--- config.mk ---
export PLATFORM = sky130hd
export DESIGN_NAME = ipi_unit
export DESIGN_NICKNAME = d
export VERILOG_FILES = /design/src/rtl/ipi_pkg.sv /design/src/rtl/ipi_reg_if.sv /design/src/rtl/ipi_cause_bank.sv /design/src/rtl/ipi_router.sv /design/src/rtl/ipi_unit.sv
export SDC_FILE = /design/constraint.sdc
export NUM_CORES = 1
export LEC_CHECK = 0
export BUFFER_PORTS_ARGS = -buffer_cell sky130_fd_sc_hd__buf_2
export CAP_MARGIN = 20
export CORE_MARGIN = 2
export CORE_UTILIZATION = 50
export CTS_CLUSTER_SIZE = 12
export DETAILED_ROUTE_END_ITERATION = 10
export PLACE_DENSITY = 0.73
export SLEW_MARGIN = 40
export SYNTH_ARGS = -nofsm -noshare
export SYNTH_HDL_FRONTEND = slang
export SYNTH_SLANG_ARGS = --single-unit
--- constraint.sdc ---
create_clock -name clk -period 3 [get_ports clk]
set_input_delay 0.3 -clock clk [delete_from_list [all_inputs] [get_ports clk]]
set_output_delay 0.3 -clock clk [all_outputs]
set_load 0.02 [all_outputs]
--- src/rtl/ipi_pkg.sv ---
package ipi_pkg;
  localparam int CAUSE_W   = 16;
  localparam int NUM_LINES = 3;
  localparam int NUM_GRP   = 4;
  localparam int PART_W    = 2 * NUM_GRP;
  localparam int CAUSE_BASE = 'h100;
  localparam int SET_BASE   = 'h140;
  localparam int PART_ADDR  = 'h190;

  // OR-reduce the four fixed clusters (1,3,4,8 bits)
  function automatic logic [NUM_GRP-1:0] group_any(input logic [CAUSE_W-1:0] c);
    group_any[0] = c[0];
    group_any[1] = |c[3:1];
    group_any[2] = |c[7:4];
    group_any[3] = |c[15:8];
  endfunction

  // Steer each active group to the line its 2-bit field names; 3 drops it
  function automatic logic [NUM_LINES-1:0] steer(input logic [NUM_GRP-1:0] g,
                                                 input logic [PART_W-1:0] p);
    logic [NUM_LINES-1:0] acc;
    acc = '0;
    for (int i = 0; i < NUM_GRP; i++) begin
      case (p[2*i +: 2])
        2'd0: acc[0] = acc[0] | g[i];
        2'd1: acc[1] = acc[1] | g[i];
        2'd2: acc[2] = acc[2] | g[i];
        default: ;
      endcase
    end
    return acc;
  endfunction
endpackage

--- src/rtl/ipi_reg_if.sv ---
module ipi_reg_if
  import ipi_pkg::*;
#(
  parameter int NUM_CORES = 4,
  parameter int ADDR_W    = 10,
  parameter int DATA_W    = 32
) (
  input  logic                 bus_wr,
  input  logic [ADDR_W-1:0]    bus_addr,
  input  logic [DATA_W-1:0]    bus_wdata,
  output logic [CAUSE_W-1:0]   set_vec,
  output logic [NUM_CORES-1:0] set_core,
  output logic [NUM_CORES-1:0] clr_core,
  output logic [CAUSE_W-1:0]   clr_vec,
  output logic                 part_wr
);
  localparam logic [ADDR_W-1:0] SET_LO = ADDR_W'(SET_BASE);
  localparam logic [ADDR_W-1:0] SET_HI = ADDR_W'(SET_BASE + CAUSE_W);

  logic set_hit;
  assign set_hit = bus_wr && (bus_addr >= SET_LO) && (bus_addr < SET_HI);

  always_comb begin
    set_vec = '0;
    if (set_hit) set_vec[bus_addr[3:0]] = 1'b1;
  end

  assign set_core = set_hit ? bus_wdata[NUM_CORES-1:0] : '0;
  assign clr_vec  = bus_wdata[CAUSE_W-1:0];
  assign part_wr  = bus_wr && (bus_addr == ADDR_W'(PART_ADDR));

  for (genvar c = 0; c < NUM_CORES; c++) begin : g_clr
    assign clr_core[c] = bus_wr && (bus_addr == ADDR_W'(CAUSE_BASE + c));
  end
endmodule

--- src/rtl/ipi_cause_bank.sv ---
module ipi_cause_bank
  import ipi_pkg::*;
(
  input  logic               clk,
  input  logic               rst_n,
  input  logic               set_en,
  input  logic [CAUSE_W-1:0] set_vec,
  input  logic               clr_en,
  input  logic [CAUSE_W-1:0] clr_vec,
  output logic [CAUSE_W-1:0] cause
);
  logic [CAUSE_W-1:0] clr_eff, set_eff;
  assign clr_eff = clr_en ? clr_vec : '0;
  assign set_eff = set_en ? set_vec : '0;

  // set wins over clear on the same bit
  always_ff @(posedge clk) begin
    if (!rst_n) cause <= '0;
    else        cause <= (cause & ~clr_eff) | set_eff;
  end
endmodule

--- src/rtl/ipi_router.sv ---
module ipi_router
  import ipi_pkg::*;
(
  input  logic                 clk,
  input  logic                 rst_n,
  input  logic [CAUSE_W-1:0]   cause,
  input  logic [PART_W-1:0]    part,
  output logic [NUM_LINES-1:0] lines
);
  logic [NUM_GRP-1:0] grp;
  assign grp = group_any(cause);

  always_ff @(posedge clk) begin
    if (!rst_n) lines <= '0;
    else        lines <= steer(grp, part);
  end
endmodule

--- src/rtl/ipi_unit.sv ---
module ipi_unit
  import ipi_pkg::*;
#(
  parameter int NUM_CORES = 4,
  parameter int ADDR_W    = 10,
  parameter int DATA_W    = 32
) (
  input  logic                           clk,
  input  logic                           rst_n,
  input  logic                           bus_wr,
  input  logic                           bus_rd,
  input  logic [ADDR_W-1:0]              bus_addr,
  input  logic [DATA_W-1:0]              bus_wdata,
  output logic [DATA_W-1:0]              bus_rdata,
  output logic [NUM_LINES*NUM_CORES-1:0] irq_out
);
  localparam int CAUSE_FLAT_W = CAUSE_W * NUM_CORES;

  logic [CAUSE_W-1:0]      set_vec, clr_vec;
  logic [NUM_CORES-1:0]    set_core, clr_core;
  logic                    part_wr;
  logic [PART_W-1:0]       part_q;
  logic [CAUSE_FLAT_W-1:0] cause_flat;

  ipi_reg_if #(.NUM_CORES(NUM_CORES), .ADDR_W(ADDR_W), .DATA_W(DATA_W)) u_if (
    .bus_wr(bus_wr), .bus_addr(bus_addr), .bus_wdata(bus_wdata),
    .set_vec(set_vec), .set_core(set_core), .clr_core(clr_core),
    .clr_vec(clr_vec), .part_wr(part_wr)
  );

  always_ff @(posedge clk) begin
    if (!rst_n)       part_q <= '0;
    else if (part_wr) part_q <= bus_wdata[PART_W-1:0];
  end

  for (genvar c = 0; c < NUM_CORES; c++) begin : g_core
    ipi_cause_bank u_bank (
      .clk(clk), .rst_n(rst_n),
      .set_en(set_core[c]), .set_vec(set_vec),
      .clr_en(clr_core[c]), .clr_vec(clr_vec),
      .cause(cause_flat[c*CAUSE_W +: CAUSE_W])
    );
    ipi_router u_rt (
      .clk(clk), .rst_n(rst_n),
      .cause(cause_flat[c*CAUSE_W +: CAUSE_W]), .part(part_q),
      .lines(irq_out[c*NUM_LINES +: NUM_LINES])
    );
  end

  logic [DATA_W-1:0] rd_mux;
  always_comb begin
    rd_mux = '0;
    if (bus_addr == ADDR_W'(PART_ADDR)) rd_mux[PART_W-1:0] = part_q;
    for (int c = 0; c < NUM_CORES; c++)
      if (bus_addr == ADDR_W'(CAUSE_BASE + c))
        rd_mux[CAUSE_W-1:0] = cause_flat[c*CAUSE_W +: CAUSE_W];
  end

  always_ff @(posedge clk) begin
    if (!rst_n)      bus_rdata <= '0;
    else if (bus_rd) bus_rdata <= rd_mux;
  end
endmodule

# Word level (Yosys, flattened, before mapping)
# Index checks and enable logic that the tools add are counted.
# word_totals
ff_bits,100
latchBits,0
ram_bits,0
romBits,0
output_inout_bits,44
mem_count,0
# classes
addsub,0
n_mul,0
n_div,0
order_cmp,4
eq_ne,13
n_shift,0
n_mux,101
bitwise_logic,48
reduce_logical,24
# ops
op,n
two-way mux 16 bit,13
two-way mux 1 bit,85
bitwise AND 16 bit,4
NOT 16 bit,4
bitwise OR 16 bit,4
"== test 10 x 9 -> 1 bit, second input constant",5
bitwise OR 1 bit,36
OR reduction 8 bit,4
OR reduction 4 bit,4
OR reduction 3 bit,4
"greater-or-equal comparator 10 x 9 -> 1 bit, second input constant",1
"< comparator 10 x 9 -> 1 bit, second input constant",1
"== test 2 x 1 -> 1 bit, second input constant",4
"== test 2 bit, second input constant",4
logical AND 1 bit,8
logical NOT 2 bit,4
two-way mux 8 bit,1
"< comparator 4 x 5 -> 1 bit, second input constant",1
demux 1 bit (select 4 bit),1
"greater-or-equal comparator 4 x 1 -> 1 bit, second input constant",1
two-way mux 4 bit,1

# Depth between registers and ports, before layout
# Gate-level depths: netlist of the first run.
# depth
ltp_word,11
mapped_depth,7

# Cells and area by module
# Synthesis of the first run repeated with hierarchy kept, for this count alone.
# unflattened
cells_unflattened,635
hier_area_um2,5700.5
# by_module_without_submodules
mod,instances,cells_per_inst,area_each_um2,seq_area_each_um2
ipi_cause_bank,4,70,674.4,320.3
ipi_unit,1,179,1595.3,480.5
ipi_router,4,28,245.2,60.1
ipi_reg_if,1,64,426.7,0.0

# Worst setup path before layout of the first run
# Ideal clock, no wire load.
# synth_timing
path_type,input port to flip-flop
from,input bus_addr[9]
to,register g_core[3].u_bank.cause[3]
t_arrival_ps,1559
required_time_ps,2869
path_slack_ps,1311
path_stages,6
path_cell_list,or3b_4 -> or3_1 -> buf_2 -> buf_6 -> o211ai_2 -> o31ai_1
# synth_via
elab_chain_len,6
word_cells_on_any_way,13
classes_between,order compare: 2; eq/ne: 1; mux: 4; bitwise: 3; reduce/logical: 3
# synth_rtl
element,line_no,text
"start, declared",ipi_unit.sv:12,"input logic [ADDR_W-1:0] bus_addr,"
greater-or-equal comparator 10 x 9 -> 1 bit or == test 10 x 9 -> 1 bit (tied branches),"ipi_reg_if.sv:21, ipi_reg_if.sv:33",
logical AND 1 bit (on tied branches),"ipi_reg_if.sv:21, ipi_reg_if.sv:33",
logical AND 1 bit or two-way mux 16 bit (tied branches),"ipi_reg_if.sv:21, ipi_cause_bank.sv:13",
"two-way mux 16 bit, or another cell as far along",ipi_reg_if.sv:25,if (set_hit) set_vec[bus_addr[3:0]] = 1'b1;
two-way mux 16 bit or bitwise AND 16 bit (tied branches),"ipi_cause_bank.sv:14, ipi_cause_bank.sv:19",
bitwise OR 16 bit *,ipi_cause_bank.sv:19,else cause <= (cause & ~clr_eff) | set_eff;
"end signal, assigned",ipi_cause_bank.sv:19,
"end, declared",ipi_cause_bank.sv:10,output logic [CAUSE_W-1:0] cause
# Mark *: on every way between the ends. The rest lies on a longest branch, timed or not.
# A chain may end at the register's enable or synchronous reset.

# Worst setup path in the final report of the first run
# layout_timing
from,input bus_addr[6]
to,register g_core[2].u_bank.cause[7]
# layout_via
elab_chain_len,6
word_cells_on_any_way,13
classes_between,order compare: 2; eq/ne: 1; mux: 4; bitwise: 3; reduce/logical: 3
# layout_rtl
element,line_no
greater-or-equal comparator 10 x 9 -> 1 bit or == test 10 x 9 -> 1 bit (tied branches),"ipi_reg_if.sv:21, ipi_reg_if.sv:33"
logical AND 1 bit (on tied branches),"ipi_reg_if.sv:21, ipi_reg_if.sv:33"
logical AND 1 bit or two-way mux 16 bit (tied branches),"ipi_reg_if.sv:21, ipi_cause_bank.sv:13"
"two-way mux 16 bit, or another cell as far along",ipi_reg_if.sv:25
two-way mux 16 bit or bitwise AND 16 bit (tied branches),"ipi_cause_bank.sv:14, ipi_cause_bank.sv:19"
bitwise OR 16 bit *,ipi_cause_bank.sv:19
"end signal, assigned",ipi_cause_bank.sv:19
"end, declared",ipi_cause_bank.sv:10
# Marks and branches as above.

==> metrics.csv, run 1 <==
metric,value,unit
"Warnings, synthesis",0,
Clock Power Share,34.4,%
Comb pwr share,8.7,%
RSZ-0062 raised after global routing,false,
R2R depth,4,
Die X,104,microns
ratio of cells with drive above 1 in the final layout,16.6,%
CTS resizes,0,
post-synthesis sequential area ratio,39.9,%
crit path launch type,input pin,
cell area after synthesis,0.00502,sq mm
minimum clock period after layout,2.14,ns
reg2reg end,g_core[2].u_rt.lines[0],
Psw,0.615,mW
actual slew at the worst max-slew pin,0.878,ns
Initial Util,51.4,%
Final setup viols,0,
Reg2Reg Setup Slack,1.25,ns
crit path capture,g_core[2].u_bank.cause[7],
R2R Path Start,g_core[2].u_bank.cause[14],
setup TNS,0,ns
I/O pins,90,
outcome,"complete, no violations",
Cell Int Power,1.72,mW
initial DRC count,494,
IO buf count,57,
"EDFF count, synth",0,
XOR/XNOR share of the synthesized area,0,%
Final Routed Wirelength,14800,microns
synthesized area per cell,8.73,sq um
P&R area growth vs syn,8.20,%
vias in the first global route,4391,
wire length per cell,19.9,microns
Setup Skew,0.0106,ns
"Top FF cell, synth",dfxtp_1,
crit path DAT,2.39,ns
Die Ht,104,microns
multiplexer area fraction after synthesis,3.36,%
worst rel slew slack,41.0,%
total CTS buffers,9,
Post-DRT Antenna Nets,0,
CTS tree,done,
Max Clock Freq,0.468,GHz
Sw Share,26.4,%
post-synthesis adder-cell area fraction,0,%
"Hold Vio Cnt, Final",0,
first-pass detailed-route iteration total,5,
peak supply drop,0.000210,V
total track usage,27.0,%
ys async rst share,0,%
clock root cell,clkbuf_8,
Synth Register Bits,100,
largest net degree at the start of global routing,52,
# placed instances,725,
initial antenna violation count,0,
Yosys cell types,54,
leakage,1.97,nW
Crit Path Max Fanout,12,
simple-gate share of the synthesized area,21.6,%
clk_lat worst skew,0.38,ns
first-pass GRT wire length,23100,microns
Core Area,0.00977,sq mm
vias per cell,6.47,
final worst path period share,71.2,%
num rows,36,
Critical Path End Type,register,
hold crit path type,in -> reg,
CP Launch Point,bus_addr[6],
power per cell area,429,mW/mm^2
Post-CTS Setup Repair Bufs,0,
Via Count,4788,
Setup Crit Path Kind,in -> reg,
count of pins over their slew limit,0,
grt ovf,0,
DRC,0,
Inserted Diodes,0,
detailed placement HPWL,10600,microns
final net count,649,
Layout Cells excl Fill,740,
Clock Tree Buf Depth,2,
Cells after Synth,575,
share of power burned in registers,56.9,%
"Reg clk slew, reported paths",0.09,ns
max cap viols,0,
Die Area,0.0109,sq mm
clock sink count,100,
Compound-Gate Fraction of Synth Area,28.6,%
H-tree Lvls,3,
CP Data Required Time,3.25,ns
hold_buf cts,0,
largest family of logic cells by synthesized area,compound AO/OA/AOI/OAI gates,
global placement routability congestion,0.924,
## cell type report
type | count | area [sq um]
fillers | 929 | 4340
multi-input cells | 426 | 2750
flip-flops and latches | 100 | 2000
repair buffers | 63 | 330
well taps | 133 | 166
clock buffers | 13 | 159
inverters | 3 | 11.3
clock inverters | 2 | 10.0
## state kept, by name, indices dropped and copies added, names as in the netlist
name,flops
g_core.u_rt.lines,12
g_core.u_bank.cause,64
bus_rdata,16
part_q,8
## logic make-up (layout without fill, tap and decap cells)
logic type,Yosys count,after routing
multiplexers,14,14
other,1,16
AO/OA/AOI/OAI,197,197
buffers and inverters,64,81
AND/OR/NAND/NOR,199,199
flip-flops,100,100
## how the worst min path moves through the flow
stage	from	end	slack (ns)	cells after the start
final	bus_wdata[4]	part_q[4]	0.17	3
after global routing	bus_wdata[5]	part_q[5]	0.18	3
after CTS	bus_wdata[4]	part_q[4]	0.17	3
after detailed placement	bus_rdata[3]	bus_rdata[3]	0.43	2
after global placement	bus_rdata[3]	bus_rdata[3]	0.43	2
after floorplan	bus_wdata[4]	part_q[4]	0.44	2
## routing by layer
metal / global-route usage (%) / part of all wire (%)
met1: 37.0 / 43
met2: 40.6 / 45
met3: 5.20 / 9.3
met4: 13.2 / 3.2
met5: 0 / 0
## synthesized netlist by cell type (3+ instances only)
library cell / count / area, sq um
a21boi_0: 3 / 22.5
a22o_1: 13 / 114
a32o_1: 19 / 190
and2_1: 5 / 31.3
buf_1: 3 / 11.3
buf_2: 10 / 50.1
buf_4: 16 / 120
clkbuf_1: 30 / 113
dfxtp_1: 100 / 2000
inv_1: 3 / 11.3
mux2_2: 3 / 33.8
mux2i_1: 9 / 90.1
nand2_1: 44 / 165
nand2b_1: 8 / 50.1
nand3_1: 34 / 170
nand4_1: 3 / 18.8
nor2_1: 39 / 146
nor2b_1: 6 / 37.5
nor3_1: 17 / 85.1
nor4_1: 8 / 50.1
o211ai_1: 38 / 285
o211ai_2: 10 / 125
o21ai_0: 61 / 305
o21ai_1: 11 / 55.1
o221ai_1: 8 / 70.1
o22ai_1: 3 / 18.8
o31a_1: 12 / 105
o31ai_1: 12 / 90.1
or3_1: 5 / 31.3
or4_1: 8 / 60.1
## critical path, stage by stage
cell      delay [ns]
buf_2           0.16
nor4b_1         0.67
nand3_1         0.70
o211ai_1        0.42
o21ai_0         0.12
## power by group through the flow
stage	combinational [mW]	sequential (mW)	clock, mW
floorplan	0.145	1.36	0
detailed placement	0.195	1.36	0
global route	0.214	1.33	0.847
CTS	0.195	1.33	0.795
finish	0.202	1.33	0.802
global placement	0.192	1.36	0
## per-stage QoR
stage	hold slack [ns]	utilization, %	setup WS (ns)	instance area, sq um	total power [mW]
2_1_floorplan	0.440	-	1.31	5080	1.51
3_3_place_gp	0.426	53.8	0.750	5260	1.55
3_5_place_dp	0.431	53.8	0.698	5260	1.55
4_1_cts	0.172	55.5	1.09	5430	2.32
5_1_grt	0.183	55.6	0.875	5430	2.39
6_report	0.169	55.6	0.863	5430	2.33
## placed cells by master (no fill, tap or decap), types with 6 or more instances in the layout
master,n
buf_2,57
conb_1,16
mux2i_1,9
nor4_1,7
nor3_1,17
nor2b_1,6
o21ai_0,61
o21ai_1,11
clkbuf_8,11
o31a_1,12
o211ai_2,10
or4_1,8
o211ai_1,38
a22o_1,13
nor2_1,39
o221ai_1,8
nand2_1,44
dfxtp_1,100
nand2b_1,8
buf_4,6
a32o_1,19
nand3_1,34
o31ai_1,12
Power figures use the tool's default switching activity.
==> run 2, diff against run 1 <==
clock period = 1.98 ns   (was 3 ns; I/O delays follow)
==> metrics.csv, run 2 (synthesis results as in run 1) <==
metric,value,unit,change
IO buf count,57,,unchanged
Largest Register,g_core.u_bank.cause,,unchanged
Critical Path End Type,register,,unchanged
CTS tree,done,,unchanged
setup TNS,0,ns,unchanged
total CTS buffers,9,,unchanged
Max Clock Freq,0.581,GHz,
"most common cell after layout, fill and taps aside",dfxtp_1,,unchanged
ratio of cells with drive above 1 in the final layout,20.0,%,was 16.6%
Clock Power Share,35.9,%,was 34.4%
clk_lat worst skew,0.38,ns,about the same
actual slew at the worst max-slew pin,0.684,ns,was 0.878 ns
Setup WS pre-CTS,0.113,ns,was 0.698 ns
Die X,104,microns,unchanged
I/O pins,90,,unchanged
setup ws final,0.260,ns,was 0.863 ns
first-pass GRT wire length,24200,microns,was 23100 microns
CP Data Required Time,2.25,ns,was 3.25 ns
max cap viols,0,,unchanged
filler cell count,930,,was 929
total track usage,27.7,%,was 27.0%
Cell Int Power,2.68,mW,was 1.72 mW
outcome,"complete, no violations",,unchanged
dpl cell area,0.00544,sq mm,was 0.00526 sq mm
vias per cell,6.49,,was 6.47
Finished Cell Area,0.00563,sq mm,was 0.00543 sq mm
leakage,2.09,nW,was 1.97 nW
Final Routed Wirelength,15300,microns,was 14800 microns
"Hold Vio Cnt, Final",0,,unchanged
RSZ-0062 raised after global routing,false,,unchanged
crit path DAT,1.99,ns,was 2.39 ns
detailed placement HPWL,11100,microns,was 10600 microns
Comb pwr share,8.9,%,was 8.7%
Hold WS,0.0749,ns,was 0.169 ns
minimum clock period after layout,1.72,ns,
clock root cell,clkbuf_8,,unchanged
Psw,0.969,mW,was 0.615 mW
first-pass detailed-route iteration total,6,,was 5
Post-DRT Antenna Nets,0,,unchanged
"Reg clk slew, reported paths",0.10,ns,was 0.09 ns
initial antenna violation count,1,,was 0
total power,3.65,mW,was 2.33 mW
Setup Skew,0.0117,ns,was 0.0106 ns
Reg2Reg Setup Slack,0.26,ns,was 1.25 ns
peak supply drop,0.000310,V,was 0.000210 V
DRC,0,,unchanged
largest net degree at the start of global routing,42,,was 52
final net count,672,,was 649
crit path launch type,register,,was input pin
H-tree Lvls,3,,unchanged
wire length per cell,20.0,microns,was 19.9 microns
most frequent cells in the layout,"100 x dfxtp_1, 61 x o21ai_0, 57 x buf_2",,unchanged
clock sink count,100,,unchanged
Core Area,0.00977,sq mm,unchanged
biggest regs,"g_core.u_bank.cause (64), bus_rdata (16), g_core.u_rt.lines (12)",,unchanged
Via Count,4959,,was 4788
initial DRC count,551,,was 494
Initial Util,51.4,%,unchanged
Final setup viols,0,,unchanged
Sw Share,26.6,%,was 26.4%
hold_buf cts,0,,unchanged
Largest register FFs,64,,unchanged
CTS resizes,0,,unchanged
num rows,36,,unchanged
vias in the first global route,4572,,was 4391
Clock Tree Buf Depth,2,,unchanged
Die Ht,104,microns,unchanged
Inserted Diodes,0,,unchanged
global placement routability congestion,0.958,,was 0.924
count of pins over their slew limit,0,,unchanged
grt ovf,0,,unchanged
Post-CTS Setup Repair Bufs,0,,unchanged
power per cell area,648,mW/mm^2,was 429 mW/mm^2
worst rel slew slack,54.3,%,was 41.0%
Setup Crit Path Kind,reg -> reg,,was in -> reg
hold crit path type,in -> reg,,unchanged
final worst path period share,86.9,%,
Crit Path Max Fanout,3,,was 12
share of power burned in registers,55.2,%,was 56.9%
P&R area growth vs syn,12.2,%,was 8.20%
Die Area,0.0109,sq mm,unchanged
-- run 2: changes by cell type in the layout (fill, tap and decap cells not counted), moves of 2 or more --
| cell | before | now |
|---|---|---|
| buf_4 | 6 | 28 |
| clkbuf_1 | 2 | 0 |
| clkbuf_8 | 11 | 9 |
| clkinv_2 | 2 | 4 |
-- run 2: power by group through the flow --
stage	clock network, mW	registers [mW]	logic, mW
finish	1.31	2.01	0.326
floorplan	0	2.06	0.220
global placement	0	2.06	0.307
global route	1.40	2.01	0.345
detailed placement	0	2.06	0.314
CTS	1.31	2.01	0.315
-- run 2: per-layer routing --
layer  track usage [%]  vias up  part of all wire (%)
met5                 0        -                     0
met4              12.5        0                   2.5
met3              4.45       38                   9.1
met2              42.0      289                    45
met1              38.8     2360                    43
li1                  -     2272                     -
-- run 2: critical path, cell delays in order, from the launching register on --
cell and delay, ns:
dfxtp_1 0.35, or4_1 0.54, nor2_1 0.39, nor3_1 0.08, o31a_1 0.25
-- run 2: cell type report --
cell class / count / area [sq um] / area share [%]
Clock inverter: 7 / 66.3 / 1.18
Timing Repair Buffer: 86 / 515 / 9.15
Clock buffer: 9 / 124 / 2.20
Tap cell: 133 / 166 / 2.95
Sequential cell: 100 / 2000 / 35.5
Inverter: 3 / 11.3 / 0.200
Multi-Input combinational cell: 426 / 2750 / 48.8
-- run 2: worst paths after layout --
check        depth (start not counted)                 endpoint                       start
max reg2reg                          4  g_core[3].u_rt.lines[0]  g_core[3].u_bank.cause[10]
min                                  3                part_q[6]                bus_wdata[6]
max                                  4  g_core[3].u_rt.lines[0]  g_core[3].u_bank.cause[10]
min reg2reg                          2             bus_rdata[3]                bus_rdata[3]
-- run 2: stage by stage --
stage / instances / utilization (%)
6_report: 764 / 57.6
5_1_grt: 764 / 57.6
4_1_cts: 764 / 57.6
3_5_place_dp: 748 / 55.7
3_3_place_gp: 748 / 55.7
2_1_floorplan: 590 / -
==> run 3, diff against run 2 <==
CELL_PAD_IN_SITES_DETAIL_PLACEMENT = 1   (was not set)
CELL_PAD_IN_SITES_GLOBAL_PLACEMENT = 1   (was not set)
CORE_UTILIZATION = 42   (was 50)
MAX_ROUTING_LAYER = met4   (was not set)
PLACE_DENSITY = not set   (was 0.73)
PLACE_DENSITY_LB_ADDON = 0.1   (was not set)
==> metrics.csv, run 3 (synthesis results as in run 1) <==
metric,value,unit,change
setup TNS,0,ns,unchanged
Clock Tree Buf Depth,2,,unchanged
Hold Path Depth,3,,unchanged
Setup Skew,0.0118,ns,was 0.0117 ns
wire length per cell,23.0,microns,was 20.0 microns
outcome,"complete, no violations",,unchanged
initial antenna violation count,0,,was 1
first-pass GRT wire length,27800,microns,was 24200 microns
met2 usage,43.1,%,was 42.0%
first-pass detailed-route iteration total,5,,was 6
actual slew at the worst max-slew pin,0.742,ns,was 0.684 ns
detailed placement HPWL,13000,microns,was 11100 microns
GRT busiest layer,met2,,unchanged
Critical Path End Type,register,,unchanged
clock root cell,clkbuf_16,,was clkbuf_8
setup ws final,0.246,ns,was 0.260 ns
total CTS buffers,9,,unchanged
largest net degree at the start of global routing,70,,was 42
Setup Crit Path Kind,reg -> reg,,unchanged
worst rel slew slack,50.4,%,was 54.3%
Initial Util,43.4,%,was 51.4%
Final Routed Wirelength,17900,microns,was 15300 microns
crit path launch type,register,,unchanged
hold crit path type,in -> reg,,unchanged
global-route track usage on met3,7.07,%,was 4.45%
hold_buf cts,0,,unchanged
IO buf count,57,,unchanged
"Reg clk slew, reported paths",0.07,ns,was 0.10 ns
R2R Path Start,g_core[1].u_bank.cause[14],,was g_core[3].u_bank.cause[10]
met1 GRT Util,39.3,%,was 38.8%
Largest Register,g_core.u_bank.cause,,unchanged
count of pins over their slew limit,0,,unchanged
power per cell area,717,mW/mm^2,was 648 mW/mm^2
CTS tree,done,,unchanged
clock sink count,100,,unchanged
I/O pins,90,,unchanged
final worst path period share,87.6,%,was 86.9%
num rows,39,,was 36
vias in the first global route,4850,,was 4572
max cap viols,0,,unchanged
Die Ht,113,microns,was 104 microns
crit path capture,g_core[1].u_rt.lines[1],,was g_core[3].u_rt.lines[0]
final core occ,50.1,%,was 57.6%
initial DRC count,453,,was 551
DRC,0,,unchanged
Largest register FFs,64,,unchanged
Max Clock Freq,0.577,GHz,was 0.581 GHz
dpl cell area,0.00550,sq mm,was 0.00544 sq mm
Die X,113,microns,was 104 microns
Post-DRT Antenna Nets,0,,unchanged
H-tree Lvls,3,,unchanged
crit path DAT,1.98,ns,was 1.99 ns
CTS resizes,0,,unchanged
R2R depth,4,,unchanged
Crit Path Max Fanout,3,,unchanged
global placement routability congestion,0.868,,was 0.958
clk_lat worst skew,0.36,ns,was 0.38 ns
Final setup viols,0,,unchanged
P&R area growth vs syn,15.5,%,was 12.2%
ratio of cells with drive above 1 in the final layout,20.4,%,was 20.0%
vias per cell,6.39,,was 6.49
Post-CTS Setup Repair Bufs,0,,unchanged
peak supply drop,0.000546,V,was 0.000310 V
Reg2Reg Setup Slack,0.25,ns,was 0.26 ns
final net count,677,,was 672
Inserted Diodes,0,,unchanged
reg2reg end,g_core[1].u_rt.lines[1],,was g_core[3].u_rt.lines[0]
CP Data Required Time,2.23,ns,was 2.25 ns
minimum clock period after layout,1.73,ns,was 1.72 ns
RSZ-0062 raised after global routing,false,,unchanged
total track usage,29.1,%,was 27.7%
grt ovf,0,,unchanged
Via Count,4976,,was 4959
"most common cell after layout, fill and taps aside",dfxtp_1,,unchanged
most frequent cells in the layout,"100 x dfxtp_1, 61 x o21ai_0, 57 x buf_2",,unchanged
leakage,2.16,nW,was 2.09 nW
Die Area,0.0128,sq mm,was 0.0109 sq mm
Core Area,0.0116,sq mm,was 0.00977 sq mm
"Hold Vio Cnt, Final",0,,unchanged
Hold WS,0.0991,ns,was 0.0749 ns
biggest regs,"g_core.u_bank.cause (64), bus_rdata (16), g_core.u_rt.lines (12)",,unchanged
Finished Cell Area,0.00580,sq mm,was 0.00563 sq mm
CP Launch Point,g_core[1].u_bank.cause[14],,was g_core[3].u_bank.cause[10]
Setup WS pre-CTS,0.0527,ns,was 0.113 ns
-- run 3: changes by cell type in the layout (fill, tap and decap cells not counted), sizes merged --
| cell | before | now |
|---|---|---|
| clkinv | 4 | 3 |
| buf | 86 | 91 |
| clkbuf | 9 | 10 |
| clkinvlp | 1 | 0 |
| inv | 4 | 5 |
-- run 3: layout make-up --
cell class	count	area (sq um)
inverters	3	11.3
flip-flops and latches	100	2000
repair buffers	91	566
multi-input cells	426	2750
clock inverters	6	62.6
well taps	143	179
clock buffers	10	229
fillers	1389	5770
-- run 3: power breakdown --
part | switching [mW] | internal (mW)
clock | 0.818 | 0.984
sequential | 0.00132 | 2.01
combinational | 0.249 | 0.0900
total | 1.07 | 3.09
-- run 3: worst min-delay path by stage --
stage                       startpoint           end  slack (ns)
after detailed placement  bus_rdata[7]  bus_rdata[7]        0.44
final                     bus_wdata[5]     part_q[5]         0.1
after global routing      bus_wdata[7]     part_q[7]        0.12
after global placement    bus_rdata[3]  bus_rdata[3]        0.42
after CTS                 bus_wdata[5]     part_q[5]         0.1
after floorplan           bus_wdata[4]     part_q[4]        0.34
-- run 3: per-stage QoR --
stage	std cells	power (mW)
floorplan	590	2.28
global placement	763	2.38
detailed placement	763	2.39
CTS	779	4.19
global route	779	4.27
finish	779	4.15
-- run 3: metal layers --
layer / up-vias / part of all wire (%)
met5: - / 0
met4: 0 / 1.7
li1: 2279 / -
met1: 2454 / 44
met2: 221 / 46
met3: 22 / 8.0
-- run 3: worst max-delay path: stages (launching register included) --
cell,delay [ns]
dfxtp_1,0.32
or4_1,0.59
nor2_1,0.38
nor2_1,0.09
o31a_1,0.24
